===== src/rtl/tmr_pkg.sv =====
package tmr_pkg;

    localparam int PS_W = 3;          // divider state width, enough for /8
    localparam int NFLAG = 2;         // compare and wrap

    localparam int FL_CMP = 0;
    localparam int FL_WRAP = 1;

    typedef enum logic [1:0] {
        A_CTRL  = 2'd0,
        A_LIMIT = 2'd1,
        A_COUNT = 2'd2,
        A_FLAGS = 2'd3
    } tmr_addr_e;

    typedef enum logic [1:0] {
        M_HOLD = 2'd0,
        M_UP   = 2'd1,
        M_RSV2 = 2'd2,
        M_RSV3 = 2'd3
    } tmr_mode_e;

    typedef struct packed {
        logic      cmp_ie;
        logic      wrap_ie;
        logic      src_sel;
        logic [1:0] div;
        tmr_mode_e mode;
    } tmr_ctrl_t;

    // last divider state before a tick for a given ratio code
    function automatic logic [PS_W-1:0] div_last(input logic [1:0] code);
        logic [PS_W-1:0] r;
        r = '0;
        for (int i = 0; i < 3; i++) begin
            if (i < int'(code)) r[i] = 1'b1;
        end
        return r;
    endfunction

endpackage


===== src/rtl/tmr_prescaler.sv =====
module tmr_prescaler
    import tmr_pkg::*;
(
    input  logic       clk,
    input  logic       rst,
    input  logic       clr,
    input  logic       run,
    input  logic [1:0] src,
    input  logic       sel,
    input  logic [1:0] div,
    output logic       tick
);
    logic [PS_W-1:0] ps_q;
    logic            pulse;

    always_comb begin
        pulse = run && src[sel];
        tick  = pulse && (ps_q == div_last(div));
    end

    always_ff @(posedge clk) begin
        if (rst || clr) begin
            ps_q <= '0;
        end else if (pulse) begin
            ps_q <= tick ? '0 : ps_q + 1'b1;
        end
    end
endmodule


===== src/rtl/tmr_counter.sv =====
module tmr_counter #(
    parameter int CW = 16
) (
    input  logic          clk,
    input  logic          rst,
    input  logic          clr,
    input  logic          tick,
    input  logic [CW-1:0] limit,
    output logic [CW-1:0] cnt,
    output logic          reach,
    output logic          wrap
);
    logic [CW-1:0] cnt_q;
    logic [CW-1:0] nxt;
    logic          at_end;

    always_comb begin
        at_end = (cnt_q >= limit);
        nxt    = at_end ? '0 : cnt_q + 1'b1;
        wrap   = tick && !clr && at_end;
        reach  = tick && !clr && (nxt == limit);
        cnt    = cnt_q;
    end

    always_ff @(posedge clk) begin
        if (rst || clr) begin
            cnt_q <= '0;
        end else if (tick) begin
            cnt_q <= nxt;
        end
    end
endmodule


===== src/rtl/tmr_flags.sv =====
module tmr_flags #(
    parameter int NF = 2
) (
    input  logic          clk,
    input  logic          rst,
    input  logic [NF-1:0] set,
    input  logic [NF-1:0] clr,
    input  logic [NF-1:0] en,
    output logic [NF-1:0] flags,
    output logic          irq
);
    logic [NF-1:0] req;

    for (genvar g = 0; g < NF; g++) begin : g_flag
        logic f_q;
        always_ff @(posedge clk) begin
            if (rst)         f_q <= 1'b0;
            else if (set[g]) f_q <= 1'b1;      // a new event wins over a clear
            else if (clr[g]) f_q <= 1'b0;
        end
        assign flags[g] = f_q;
        assign req[g]   = f_q && en[g];
    end

    assign irq = |req;
endmodule


===== src/rtl/uptimer_top.sv =====
module uptimer_top
    import tmr_pkg::*;
#(
    parameter int CW = 16
) (
    input  logic          clk,
    input  logic          rst,
    input  logic [1:0]    src_tick,
    input  logic          wr_en,
    input  logic [1:0]    addr,
    input  logic [CW-1:0] wdata,
    output logic [CW-1:0] rdata,
    input  logic [1:0]    ack,
    output logic          irq
);
    tmr_ctrl_t     ctrl_q;
    logic [CW-1:0] limit_q;
    logic [CW-1:0] cnt_q;
    logic          run;
    logic          clr_pulse;
    logic          tick;
    logic          reach;
    logic          wrap;
    logic [NFLAG-1:0] flags_q;
    logic [NFLAG-1:0] flag_en;
    logic [NFLAG-1:0] flag_set;
    logic [NFLAG-1:0] flag_clr;
    tmr_addr_e     a;

    always_comb begin
        a         = tmr_addr_e'(addr);
        run       = (ctrl_q.mode == M_UP);
        clr_pulse = wr_en && (a == A_CTRL) && wdata[5];
        flag_en   = {ctrl_q.wrap_ie, ctrl_q.cmp_ie};
        flag_set  = {wrap, reach};
        flag_clr  = ack | ((wr_en && (a == A_FLAGS)) ? wdata[NFLAG-1:0] : '0);
    end

    always_ff @(posedge clk) begin
        if (rst) begin
            ctrl_q  <= '{cmp_ie: 1'b0, wrap_ie: 1'b0, src_sel: 1'b0, div: 2'd0, mode: M_HOLD};
            limit_q <= '0;
        end else if (wr_en) begin
            if (a == A_CTRL) begin
                ctrl_q.cmp_ie  <= wdata[7];
                ctrl_q.wrap_ie <= wdata[6];
                ctrl_q.src_sel <= wdata[4];
                ctrl_q.div     <= wdata[3:2];
                ctrl_q.mode    <= tmr_mode_e'(wdata[1:0]);
            end else if (a == A_LIMIT) begin
                limit_q <= wdata;
            end
        end
    end

    tmr_prescaler u_ps (
        .clk  (clk),
        .rst  (rst),
        .clr  (clr_pulse),
        .run  (run),
        .src  (src_tick),
        .sel  (ctrl_q.src_sel),
        .div  (ctrl_q.div),
        .tick (tick)
    );

    tmr_counter #(.CW(CW)) u_cnt (
        .clk   (clk),
        .rst   (rst),
        .clr   (clr_pulse),
        .tick  (tick),
        .limit (limit_q),
        .cnt   (cnt_q),
        .reach (reach),
        .wrap  (wrap)
    );

    tmr_flags #(.NF(NFLAG)) u_flg (
        .clk   (clk),
        .rst   (rst),
        .set   (flag_set),
        .clr   (flag_clr),
        .en    (flag_en),
        .flags (flags_q),
        .irq   (irq)
    );

    always_comb begin
        rdata = '0;
        case (a)
            A_CTRL:  rdata[7:0] = {ctrl_q.cmp_ie, ctrl_q.wrap_ie, 1'b0, ctrl_q.src_sel,
                                   ctrl_q.div, ctrl_q.mode};
            A_LIMIT: rdata = limit_q;
            A_COUNT: rdata = cnt_q;
            A_FLAGS: rdata[NFLAG-1:0] = flags_q;
            default: rdata = '0;
        endcase
    end
endmodule


===== config.mk =====
export PLATFORM = sky130hd
export DESIGN_NAME = uptimer_top
export DESIGN_NICKNAME = d
export VERILOG_FILES = /design/src/rtl/tmr_pkg.sv /design/src/rtl/tmr_prescaler.sv /design/src/rtl/tmr_counter.sv /design/src/rtl/tmr_flags.sv /design/src/rtl/uptimer_top.sv
export SDC_FILE = /design/constraint.sdc
export NUM_CORES = 1
export LEC_CHECK = 0
export ABC_AREA = 1
export BUFFER_PORTS_ARGS = -buffer_cell sky130_fd_sc_hd__buf_2
export CAP_MARGIN = 40
export CORE_ASPECT_RATIO = 1.25
export CORE_UTILIZATION = 30
export DETAILED_ROUTE_END_ITERATION = 10
export GPL_TIMING_DRIVEN = 0
export PLACE_DENSITY = 0.59
export SLEW_MARGIN = 20
export SYNTH_ARGS = -nofsm -noshare
export SYNTH_HDL_FRONTEND = slang
export SYNTH_SLANG_ARGS = --single-unit

===== constraint.sdc =====
create_clock -name clk -period 3.1 [get_ports clk]
set_clock_uncertainty 0.15 [all_clocks]
set_input_delay 0.31 -clock clk [delete_from_list [all_inputs] [get_ports clk]]
set_output_delay 0.31 -clock clk [all_outputs]
set_load 0.02 [all_outputs]

Yosys cells after proc, flatten, opt, wreduce, memory -nomap -nowiden
Index checks and enable logic that the tools add are counted.
{"block": "word_totals", "register_bits": 44, "in_bits": 25, "output_inout_bits": 17}
{"block": "op_classes", "add_sub_neg": 2, "n_lt_le_gt_ge": 5, "n_eq_ne": 6, "mux": 15, "bitwise": 2, "n_reduce_logical": 18}
{"operator": "one-hot mux 6 bit (3 select lines)", "count": 1}
{"operator": "adder 16 x 1 -> 16 bit, second input constant", "count": 1}
{"operator": "== test 16 bit", "count": 1}
{"operator": ">= comparator 16 bit", "count": 1}
{"operator": "two-way mux 16 bit", "count": 1}
{"operator": "one-hot mux 8 bit (2 select lines)", "count": 1}
{"operator": "logical AND 1 bit", "count": 10}
{"operator": "two-way mux 1 bit", "count": 9}
{"operator": "one-hot mux 2 bit (4 select lines)", "count": 1}
{"operator": "== test 2 x 1 -> 1 bit, second input constant", "count": 2}
{"operator": "== test 2 bit, second input constant", "count": 2}
{"operator": "< comparator 1 x 2 -> 1 bit, first input constant", "count": 2}
{"operator": "nonzero test 2 bit", "count": 2}
{"operator": "adder 3 x 1 -> 3 bit, second input constant", "count": 1}
{"operator": "== test 3 bit", "count": 1}
{"operator": "two-way mux 3 bit", "count": 1}
{"operator": "AND reduction 3 bit", "count": 1}
{"operator": "logical NOT 2 bit", "count": 1}
{"operator": "< comparator 1 x 2 -> 1 bit, second input constant", "count": 1}
{"operator": "< comparator 2 bit, first input constant", "count": 1}
{"operator": "two-way mux 2 bit", "count": 1}
{"operator": "OR 2 bit", "count": 1}
{"operator": "AND reduction 2 bit", "count": 1}
{"operator": "OR reduction 2 bit", "count": 1}
{"operator": "other kinds (3)", "count": 3}

Longest topological paths before layout
Gate-level depths: netlist (run 1).
{"block": "depth", "ltp_word": 7, "ltp_mapped": 19, "mapped_depth_nobuf": 19}

By module
From an unflattened synthesis (run 1), not the netlist that was laid out.
{"block": "hier_totals", "hier_cells": 573, "area_unflattened_um2": 3463.3}
{"mod": "tmr_counter", "instances": 1, "cells_each": 294, "area_each_um2": 1775.5, "seq_area_each_um2": 320.3}
{"mod": "uptimer_top", "instances": 1, "cells_each": 225, "area_each_um2": 1328.8, "seq_area_each_um2": 460.4}
{"mod": "tmr_prescaler", "instances": 1, "cells_each": 39, "area_each_um2": 260.2, "seq_area_each_um2": 60.1}
{"mod": "tmr_flags", "instances": 1, "cells_each": 15, "area_each_um2": 98.8, "seq_area_each_um2": 40.0}

Worst setup path before layout (run 1)
OpenSTA, ideal clock, no wires.
{"block": "synth_timing", "kind": "flip-flop to flip-flop", "startpoint": "register limit_q[15]", "endpoint": "register u_flg.g_flag[0].f_q", "arrival_time_ns": 1.911, "required_time_ns": 2.884, "path_slack_ns": 0.973, "stages_incl_launch_ff": 15, "n_path_buf": 1, "period_less_slack_ns": 2.127, "path_cell_list": "dfxtp_1 > inv_1 > ha_1 > a21oi_1 > o21ai_1 > nor2_2 > buf_4 > nand3_1 > nand2_1 > nand2_1 > nor2_1 > nand3_1 > nor2_1 > nand2_1 > a21oi_2"}
{"block": "synth_via", "elab_chain_len": 5, "word_cells_on_any_way": 6, "cone_classes": "order compare: 1; eq/ne: 1; mux: 2; reduce/logical: 2"}
{"item": "from (decl)", "line": "uptimer_top.sv:17", "text": "logic [CW-1:0] limit_q;"}
{"item": "from (signal assigned)", "line": "uptimer_top.sv:51", "text": "limit_q <= wdata;"}
{"item": ">= comparator 16 bit", "line": "tmr_counter.sv:18", "text": "at_end = (cnt_q >= limit);"}
{"item": "two-way mux 16 bit", "line": "tmr_counter.sv:19", "text": "nxt = at_end ? '0 : cnt_q + 1'b1;"}
{"item": "== test 16 bit (*)", "line": "tmr_counter.sv:21", "text": "reach = tick && !clr && (nxt == limit);"}
{"item": "logical AND 1 bit (*)", "line": "tmr_counter.sv:21"}
{"item": "two-way mux 1 bit / nonzero test 2 bit (equally long branches)"}
{"item": "to (signal assigned)", "line": "tmr_flags.sv:17", "text": "if (rst) f_q <= 1'b0;"}
{"item": "to (signal assigned)", "line": "tmr_flags.sv:18", "text": "else if (set[g]) f_q <= 1'b1;"}
{"item": "to (signal assigned)", "line": "tmr_flags.sv:19", "text": "else if (clr[g]) f_q <= 1'b0;"}
{"item": "to (decl)", "line": "tmr_flags.sv:15", "text": "logic f_q;"}
Mark *: on every way between the ends. The rest lies on a longest branch, timed or not.
A chain may end at the register's enable or synchronous reset.

Worst setup path after layout (run 1)
{"block": "layout_timing", "startpoint": "register u_cnt.cnt_q[0], in the netlist u_cnt.cnt[0]", "endpoint": "register u_flg.g_flag[0].f_q"}
{"block": "layout_via", "elab_chain_len": 5, "word_cells_on_any_way": 7, "cone_classes": "add/sub: 1; order compare: 1; eq/ne: 1; mux: 2; reduce/logical: 2"}
{"item": "from (decl)", "line": "tmr_counter.sv:13", "text": "logic [CW-1:0] cnt_q;"}
{"item": "from (signal assigned)", "line": "tmr_counter.sv:29", "text": "cnt_q <= nxt;"}
{"item": "adder 16 x 1 -> 16 bit / >= comparator 16 bit (equally long branches)", "line": "tmr_counter.sv:19, tmr_counter.sv:18"}
{"item": "two-way mux 16 bit (*)", "line": "tmr_counter.sv:19"}
{"item": "== test 16 bit (*)", "line": "tmr_counter.sv:21"}
{"item": "logical AND 1 bit (*)", "line": "tmr_counter.sv:21"}
{"item": "two-way mux 1 bit / nonzero test 2 bit (equally long branches)"}
Marked as above.

==> results.py, run 1 <==
metrics = {
    "placement": {
        "io_buffer_count": 41,
        "dpl.hpwl_um": 7730,
        "dp_slack_ps": 354,
        "post-place-cells": 649,
        "dpl-instance-area_um2": 3500,
        "gp_congestion": 0.871,
    },
    "critical_path": {
        "crit_path_frequent_cell": "nand2_1",
        "start_kind": "register",
        "crit_path_end_kind": "register",
        "rrSetupSlack_ps": 280,
        "worstPathRequired_ps": 3190,
        "arrival_ps": 2900,
        "timing_worst_setup_path_type": "reg -> reg",
        "slowest_stage": "dfxtp_1",
        "cp_max_fo": 10,
        "cpPeakStageDelay_ps": 430,
        "crit_chain": "inv_1, ha_1, nand2_1, nor2_1, nor2_1, nand2_1, nand2_1, nand2_1, nand2_2, buf_2, nand3b_1, nand2_1, nand2_1, nor2_1, nand3_1, nor2_1, nand2_1, a21oi_2",
    },
    "drt": {
        "vias": 3372,
        "dr.pass1.iters": 5,
        "wl_um": 9600,
        "drc": 0,
        "via_per_inst": 5.13,
        "wl_per_cell_um": 14.6,
        "ant_nets": 0,
        "drt_iter0_markers": 251,
    },
    "power": {
        "p_leak_nw": 1.60,
        "powerDensity_nw_per_um2": 374,
        "power.total_mw": 1.36,
        "ir_drop_mv": 0.272,
    },
    "layout": {
        "diodes": 0,
        "final_layout_size_suffix_gt1_frac": 0.131,
        "nNetsFinal": 575,
        "syn_to_final_growth_pct": 16.3,
        "stdcell_count": 657,
        "design_area_um2": 3640,
        "final_core_util": 0.360,
    },
    "cts": {
        "cts_setup_buffers": 0,
        "clock_latency_ps": 300,
        "cts_root_buffer": "clkbuf_16",
        "cts.sinks": 44,
        "tritoncts": "yes",
        "hold_buffers": 0,
        "cts_resized": 0,
        "htreeDepth": 2,
        "cts_buffer_depth": 2,
        "cts_buffers": 5,
        "cts.reportedPaths.clkPinSlew_ps": 70,
    },
    "flow_run": {
        "maxCapViolations": 0,
    },
    "synthesis": {
        "synth_cells": 479,
        "seq_area_frac_synth": 0.281,
        "syn_area_um2": 3130,
        "synth_seq_cells": 44,
        "synth_enable_flop_cells": 0,
        "synth_warnings": 0,
        "syn_avg_cell_area_um2": 6.53,
        "syn_nets": 527,
        "synthDistinctLibCells": 34,
        "synth-async-reset-ratio": 0,
        "synthFlopType": "dfxtp_1",
    },
    "sta": {
        "fin_crit_sh": 0.909,
        "slew_headroom": 0.654,
        "max_freq_ghz": 0.355,
        "timing.hold.ws_ps": 40.6,
        "slew_viol_final": 0,
        "min_period_ps": 2820,
        "grt_setup_unrepaired": "false",
        "setup_slack_ps": 282,
        "setup_viol": 0,
        "tightest_slew_ps": 519,
        "hold_violations": 0,
        "final.setup.tns_ps": 0,
    },
    "floorplanning": {
        "ios": 42,
        "die_h_um": 116,
        "num_rows": 41,
        "dieWidth_um": 93.4,
        "start_util": 0.310,
        "dieArea_um2": 10800,
        "core_area_um2": 10100,
    },
    "global_route": {
        "antenna_found_initial": 0,
        "track_usage": 0.185,
        "grt_pass1_vias": 3230,
        "overflow": 0,
        "grt_max_degree": 15,
        "grt_pass1_wl_um": 15800,
    },
    "outcome": {
        "outcome": "finished clean",
    },
    "hold_path": {
        "hold_path_class": "in -> reg",
    },
}
[final timing paths]
path | start | to | depth (start not counted)
setup / recovery | u_cnt.cnt[0] | u_flg.g_flag[0].f_q | 18
setup reg to reg | u_cnt.cnt[0] | u_flg.g_flag[0].f_q | 18
hold reg to reg | u_ps.ps_q[1] | u_ps.ps_q[1] | 2
hold / removal | rst | u_flg.g_flag[0].f_q | 2
[critical path, delay by kind of cell, from the launching register on]
family | cells | cell delay (ps)
AND/OR/NAND/NOR | 14 | 1380
adder cells (fa/ha/maj) | 1 | 290
flip-flops | 1 | 430
buffers and inverters | 2 | 380
AO/OA/AOI/OAI | 1 | 140
[final cells by class]
class | instances | area [um2]
flip-flops and latches | 44 | 881
clock buffers | 5 | 125
fillers | 1119 | 6470
repair buffers | 41 | 205
well taps | 129 | 161
plain buffers | 16 | 87.6
inverters | 69 | 259
clock inverters | 3 | 18.8
multi-input cells | 350 | 1900
[per-layer routing]
metal  share of wire  GRT usage  vias up  wire length (um)
met5               0          0        -                 0
met1            0.45      0.226     1602              4340
met4           0.017     0.0636        0               163
met2            0.50      0.336       86              4760
met3           0.035     0.0215       11               333
li1                -          -     1673                 -
[cells in the final DEF, fill, tap and decap left out, drive strengths merged]
cell type and n:
a221oi 1, clkinv 3, nor4 1, nand3b 1
o221ai 2, nand2 121, buf 46, o211ai 1
nor2 45, nand3 33, nor3 1, o22ai 13
a22o 1, nand4 16, o21ai 34, a211oi 1
xor2 10, a311o 2, ha 23, inv 69
a21oi 43, o21a 1, clkbuf 16, dfxtp 44
[cells by family (layout without fill, tap and decap cells)]
group	Yosys count	count (layout)	share of synthesized area
AND/OR/NAND/NOR	218	218	0.309
adder cells (fa/ha/maj)	23	23	0.0920
AO/OA/AOI/OAI	99	99	0.176
XOR/XNOR	10	10	0.0304
buffers and inverters	85	134	0.111
flip-flops	44	44	0.281
[sequential cells by signal, indices dropped and copies added (netlist names)]
name	flops
limit_q	16
u_cnt.cnt	16
ctrl_q	7
u_ps.ps_q	3
u_flg.g_flag.f_q	2
[power breakdown]
part | internal, mW | switching, mW | total (mW)
clock | 0.298 | 0.246 | 0.544
combinational | 0.0727 | 0.150 | 0.223
sequential | 0.581 | 0.0151 | 0.596
[Yosys cell counts, types with 2 or more instances]
library cell / number / area [um2]
a21oi_1: 41 / 205
inv_1: 69 / 259
a311o_1: 2 / 20.0
nand4_1: 15 / 93.8
xor2_1: 9 / 78.8
o21ai_1: 3 / 15.0
clkbuf_8: 2 / 27.5
buf_2: 3 / 15.0
a21oi_2: 2 / 17.5
nand2_2: 3 / 18.8
nand3_1: 32 / 160
o22ai_1: 13 / 81.3
ha_1: 23 / 288
dfxtp_1: 44 / 881
o21ai_0: 31 / 155
clkbuf_1: 9 / 33.8
nor2_2: 4 / 25.0
nand2_1: 118 / 443
o221ai_1: 2 / 17.5
nor2_1: 40 / 150
(Power assumes the default switching activity.)
==> inputs of run 2 (changes only) <==
--- a/config.mk
+++ b/config.mk
@@ -5,7 +5,6 @@
 export SDC_FILE = /design/constraint.sdc
 export NUM_CORES = 1
 export LEC_CHECK = 0
-export ABC_AREA = 1
 export BUFFER_PORTS_ARGS = -buffer_cell sky130_fd_sc_hd__buf_2
 export CAP_MARGIN = 40
 export CORE_ASPECT_RATIO = 1.25
==> run 2 against run 1 <==
Effect of this change: critical path depth fell by 6; flip-flop and latch count is the same; core utilization grew 0.28 points; first-iteration DRC count is 1.2% higher; global-route usage about the same; final area increased by 2.3%; sequential share of layout area is 0.54 points lower; die area up 2.3%; maximum frequency shrank 5.0%.
==> results.py, run 2 <==
metrics = {
    "power": {
        "ir_drop_mv": 0.309,
        "p_sw_frac": 0.281,
        "switchingPower_mw": 0.368,
        "p_seq_frac": 0.449,
        "power.total_mw": 1.31,
        "intPower_mw": 0.943,
        "power.clock.fraction": 0.414,
        "p_comb_frac": 0.136,
        "powerDensity_nw_per_um2": 352,
        "p_leak_nw": 1.40,
    },
    "critical_path": {
        "cp_max_fo": 10,
        "worst_r2r_path_depth": 12,
        "start_kind": "register",
        "timing_worst_setup_path_type": "reg -> reg",
        "worstPathRequired_ps": 3180,
        "r2r_start": "u_cnt.cnt[0]",
        "crit_start": "u_cnt.cnt[0]",
        "crit_path_end_kind": "register",
        "arrival_ps": 3050,
        "rrSetupSlack_ps": 130,
        "reg2reg_to": "u_flg.g_flag[0].f_q",
    },
    "drt": {
        "drc": 0,
        "ant_nets": 0,
        "dr.pass1.iters": 5,
        "drt_iter0_markers": 254,
        "via_per_inst": 5.46,
        "wl_per_cell_um": 16.7,
        "vias": 3208,
        "wl_um": 9850,
    },
    "global_route": {
        "grt_pass1_wl_um": 15700,
        "grt_max_degree": 15,
        "antenna_found_initial": 0,
        "grt_pass1_vias": 3175,
        "overflow": 0,
        "track_usage": 0.185,
    },
    "cts": {
        "cts_buffers": 5,
        "tritoncts": "yes",
        "cts.reportedPaths.clkPinSlew_ps": 70,
        "cts_buffer_depth": 2,
        "cts_root_buffer": "clkbuf_16",
        "htreeDepth": 2,
        "hold_buffers": 0,
        "cts.sinks": 44,
        "cts_setup_buffers": 0,
        "clock_latency_ps": 290,
    },
    "sta": {
        "setup_viol": 0,
        "tightest_slew_ps": 660,
        "max_freq_ghz": 0.337,
        "hold_violations": 0,
        "fin_crit_sh": 0.956,
        "min_period_ps": 2970,
        "slew_headroom": 0.560,
        "slew_viol_final": 0,
        "final.setup.tns_ps": 0,
        "timing.hold.ws_ps": 99.9,
        "grt_setup_unrepaired": "false",
    },
    "floorplanning": {
        "start_util": 0.312,
        "core_area_um2": 10300,
        "num_rows": 41,
        "die_h_um": 118,
        "ios": 42,
        "dieWidth_um": 94.4,
        "dieArea_um2": 11100,
    },
    "layout": {
        "final_core_util": 0.363,
        "final_layout_size_suffix_gt1_frac": 0.170,
        "layout_common_cells": "nand2_1, dfxtp_1, buf_2",
        "regArea_um2": 881,
        "nFillCells": 1123,
        "multi_input_area_um2": 2130,
        "layout_commonest_cell": "nand2_1",
        "diodes": 0,
        "syn_to_final_growth_pct": 16.2,
        "nNetsFinal": 506,
    },
    "hold_path": {
        "min_path_cells": 3,
        "min_from": "wdata[11]",
        "min_to": "limit_q[11]",
        "hold_path_class": "in -> reg",
    },
    "synthesis": {
        "synth_cells": 411,
        "synth_seq_cells": 44,
        "syn_area_um2": 3200,
        "synthDistinctLibCells": 62,
        "synth_most_common_cell": "nand2_1",
        "yosysTopAreaCell": "dfxtp_1",
        "synthTopCellsByCount": "nand2_1, dfxtp_1, a21oi_1",
        "syn_avg_cell_area_um2": 7.79,
        "syn_nets": 459,
        "synthTopCellsByArea": "dfxtp_1, ha_1, nand2_1",
        "seq_area_frac_synth": 0.275,
        "synth_warnings": 0,
        "synth-async-reset-ratio": 0,
        "synthFlopType": "dfxtp_1",
        "synth_top_area_frac": 0.275,
        "synth_enable_flop_cells": 0,
    },
    "outcome": {
        "outcome": "finished clean",
    },
    "placement": {
        "gp_congestion": 0.924,
        "dpl.hpwl_um": 7660,
        "io_buffer_count": 40,
    },
    "flow_run": {
        "maxCapViolations": 0,
    },
}
-- run 2: changes by cell type in the layout (fill, tap and decap cells not counted), moves of 12 or more --
cell	change
nor2b_1	+12
inv_1	-46
xnor2_1	+13
nand2_1	-56
o22ai_1	-12
nor2_1	-22
-- run 2: layout make-up --
class | count | area share
buffer | 23 | 0.0329
clock inverter | 2 | 0.00437
tap | 129 | 0.0433
inverter | 23 | 0.0232
timing repair buffer | 40 | 0.0538
sequential | 44 | 0.237
clock buffer | 6 | 0.0346
multi-input combinational | 321 | 0.571
-- run 2: logic make-up after synthesis --
family                   share of synthesized area
multiplexers                                0.0176
AND/OR/NAND/NOR                              0.268
flip-flops                                   0.275
AO/OA/AOI/OAI                                0.212
XOR/XNOR                                    0.0723
adder cells (fa/ha/maj)                     0.0898
buffers and inverters                       0.0652
-- run 2: how the worst max path moves through the flow --
stage / slack (ps) / depth (start not counted) / to
2_1_floorplan: 500 / 12 / u_flg.g_flag[0].f_q
3_3_place_gp: 90 / 12 / u_flg.g_flag[0].f_q
3_5_place_dp: 90 / 12 / u_flg.g_flag[0].f_q
4_1_cts: 70 / 12 / u_flg.g_flag[0].f_q
5_1_grt: 4 / 12 / u_flg.g_flag[0].f_q
6_report: 130 / 12 / u_flg.g_flag[0].f_q
-- run 2: timing repair --
item | in CTS | in global routing
resized for setup | 0 | 2
endpoints found under the setup margin | 0 | 1
hold endpoints to repair | 0 | 0
-- run 2: power groups by stage --
stage | clock network [mW] | registers [mW] | logic [mW]
floorplan | 0 | 0.596 | 0.114
global placement | 0 | 0.601 | 0.171
detailed placement | 0 | 0.601 | 0.174
CTS | 0.550 | 0.588 | 0.175
global route | 0.576 | 0.590 | 0.193
finish | 0.543 | 0.589 | 0.179
-- run 2: stage by stage --
step / worst slack (ps) / instance area, um2 / std cells
2_1_floorplan: 504 / 3200 / 411
3_3_place_gp: 93.0 / 3560 / 580
3_5_place_dp: 89.3 / 3560 / 580
4_1_cts: 66.6 / 3710 / 588
5_1_grt: 3.97 / 3720 / 588
6_report: 135 / 3720 / 588
-- run 2: layer usage --
metal | track usage | routed length, um
met2 | 0.313 | 4810
met1 | 0.217 | 4130
met5 | 0 | 0
met3 | 0.0297 | 415
met4 | 0.103 | 495
-- run 2: critical path: stages, from the launching register on --
cell and delay, ps:
dfxtp_1 330, buf_2 200, inv_1 80, ha_1 270, nand2b_1 140, a2111o_1 430
a31oi_2 180, and3_4 260, buf_4 180, o21ai_0 140, a32oi_2 230, o211ai_1 170
o21ai_2 130
==> inputs of run 3 (changes only) <==
--- a/config.mk
+++ b/config.mk
@@ -7,11 +7,11 @@
 export LEC_CHECK = 0
 export BUFFER_PORTS_ARGS = -buffer_cell sky130_fd_sc_hd__buf_2
 export CAP_MARGIN = 40
-export CORE_ASPECT_RATIO = 1.25
-export CORE_UTILIZATION = 30
+export CORE_ASPECT_RATIO = 0.6
+export CORE_UTILIZATION = 52
 export DETAILED_ROUTE_END_ITERATION = 10
 export GPL_TIMING_DRIVEN = 0
-export PLACE_DENSITY = 0.59
+export PLACE_DENSITY = 0.85
 export SLEW_MARGIN = 20
 export SYNTH_ARGS = -nofsm -noshare
 export SYNTH_HDL_FRONTEND = slang
==> run 3 against run 2 <==
Effect of this change: final area down 2.2%; die area shrank 42%; final cell count shrank 8.5%; largest power group unchanged; highest routed layer unchanged.
==> results.py, run 3 (synthesized netlist as in run 2, its figures left out) <==
metrics = {
    "critical_path": {
        "arrival_ps": 3020,
        "cp_max_fo": 13,
        "crit_path_end_kind": "register",
        "timing_worst_setup_path_type": "reg -> reg",
        "start_kind": "register",
        "worstPathRequired_ps": 3200,
    },
    "drt": {
        "via_per_inst": 6.18,
        "wl_um": 9570,
        "vias": 3325,
        "drt_iter0_markers": 364,
        "ant_nets": 0,
        "wl_per_cell_um": 17.8,
        "drc": 0,
        "dr.pass1.iters": 7,
    },
    "global_route": {
        "busiest_layer": "met1",
        "grt_pass1_vias": 3022,
        "met3_usage": 0.0940,
        "grt_use_met2": 0.408,
        "gr-usage-met1": 0.485,
        "antenna_found_initial": 0,
        "grt_pass1_wl_um": 15400,
        "overflow": 0,
        "track_usage": 0.310,
        "grt_max_degree": 16,
    },
    "placement": {
        "gp_congestion": 0.942,
        "dpl.hpwl_um": 7500,
        "io_buffer_count": 40,
    },
    "layout": {
        "syn_to_final_growth_pct": 13.7,
        "nNetsFinal": 505,
        "diodes": 0,
        "layout_common_cells": "nand2_1, dfxtp_1, buf_2",
        "layout_commonest_cell": "nand2_1",
        "final_layout_size_suffix_gt1_frac": 0.172,
    },
    "power": {
        "p_sw_frac": 0.287,
        "ir_drop_mv": 0.241,
        "intPower_mw": 0.885,
        "p_leak_nw": 1.39,
        "p_seq_frac": 0.475,
        "powerDensity_nw_per_um2": 341,
        "power.clock.fraction": 0.380,
        "switchingPower_mw": 0.357,
        "p_comb_frac": 0.145,
        "power.total_mw": 1.24,
    },
    "sta": {
        "min_period_ps": 2920,
        "grt_setup_unrepaired": "false",
        "max_freq_ghz": 0.343,
        "slew_headroom": 0.625,
        "slew_viol_final": 0,
        "setup_viol": 0,
        "tightest_slew_ps": 557,
        "final.setup.tns_ps": 0,
        "fin_crit_sh": 0.941,
        "hold_violations": 0,
    },
    "outcome": {
        "outcome": "finished clean",
    },
    "cts": {
        "cts.reportedPaths.clkPinSlew_ps": 90,
        "tritoncts": "yes",
        "hold_buffers": 0,
        "cts_buffer_depth": 2,
        "cts_root_buffer": "clkbuf_8",
        "clock_latency_ps": 310,
        "cts.sinks": 44,
        "cts_buffers": 5,
        "cts_setup_buffers": 0,
        "htreeDepth": 2,
    },
    "floorplanning": {
        "core_area_um2": 5750,
        "start_util": 0.557,
        "dieWidth_um": 103,
        "dieArea_um2": 6490,
        "ios": 42,
        "die_h_um": 62.8,
        "num_rows": 21,
    },
    "hold_path": {
        "hold_path_class": "in -> reg",
    },
    "flow_run": {
        "maxCapViolations": 0,
    },
}
## run 3: per-layer routing
metal | share of wire | vias to the layer above
met5 | 0 | -
met4 | 0.011 | 0
met2 | 0.40 | 204
li1 | - | 1562
met3 | 0.13 | 14
met1 | 0.47 | 1545
## run 3: power groups by stage
stage	registers [mW]	clock network, mW	logic [mW]
global route	0.590	0.495	0.197
finish	0.589	0.472	0.180
floorplan	0.596	0	0.114
CTS	0.588	0.471	0.173
detailed placement	0.601	0	0.172
global placement	0.600	0	0.166
## run 3: critical path, stage by stage (launching register included)
cell and delay (ps):
dfxtp_1 460, inv_1 170, ha_1 310, nand4_1 200, or3_1 460, and3_4 250, a211o_1 280, a32oi_2 280
o211ai_1 170, o21ai_2 130
## run 3: what timing repair did
action	4_1_cts	5_1_grt
endpoints found under the hold margin	0	0
resized for setup	0	6
setup endpoints to repair	0	1
## run 3: worst paths after layout
path / start / endpoint / slack [ps] / depth (start not counted)
max: limit_q[12] / u_flg.g_flag[0].f_q / 180 / 9
min: wdata[11] / limit_q[11] / 80 / 3
max reg2reg: limit_q[12] / u_flg.g_flag[0].f_q / 180 / 9
min reg2reg: ctrl_q[1] / ctrl_q[1] / 320 / 2
## run 3: layout make-up
cell class                      count  area (um2)
Timing Repair Buffer               40         200
Sequential cell                    44         881
Fill cell                         496        2110
Multi-Input combinational cell    321        2140
Buffer                             22         118
Clock buffer                        5        68.8
Tap cell                           80         100
Clock inverter                      3        46.3
Inverter                           23        86.3
## run 3: stage by stage
stage          std cells  hold slack [ps]   util  setup WS (ps)  instance area [um2]
3_3_place_gp         531              296  0.609           91.0                 3500
6_report             538             80.2  0.633            184                 3640
2_1_floorplan        411              286      -            504                 3200
5_1_grt              538             80.9  0.633           52.2                 3640
4_1_cts              539             83.3  0.629           13.8                 3620
3_5_place_dp         531              305  0.609           52.5                 3500
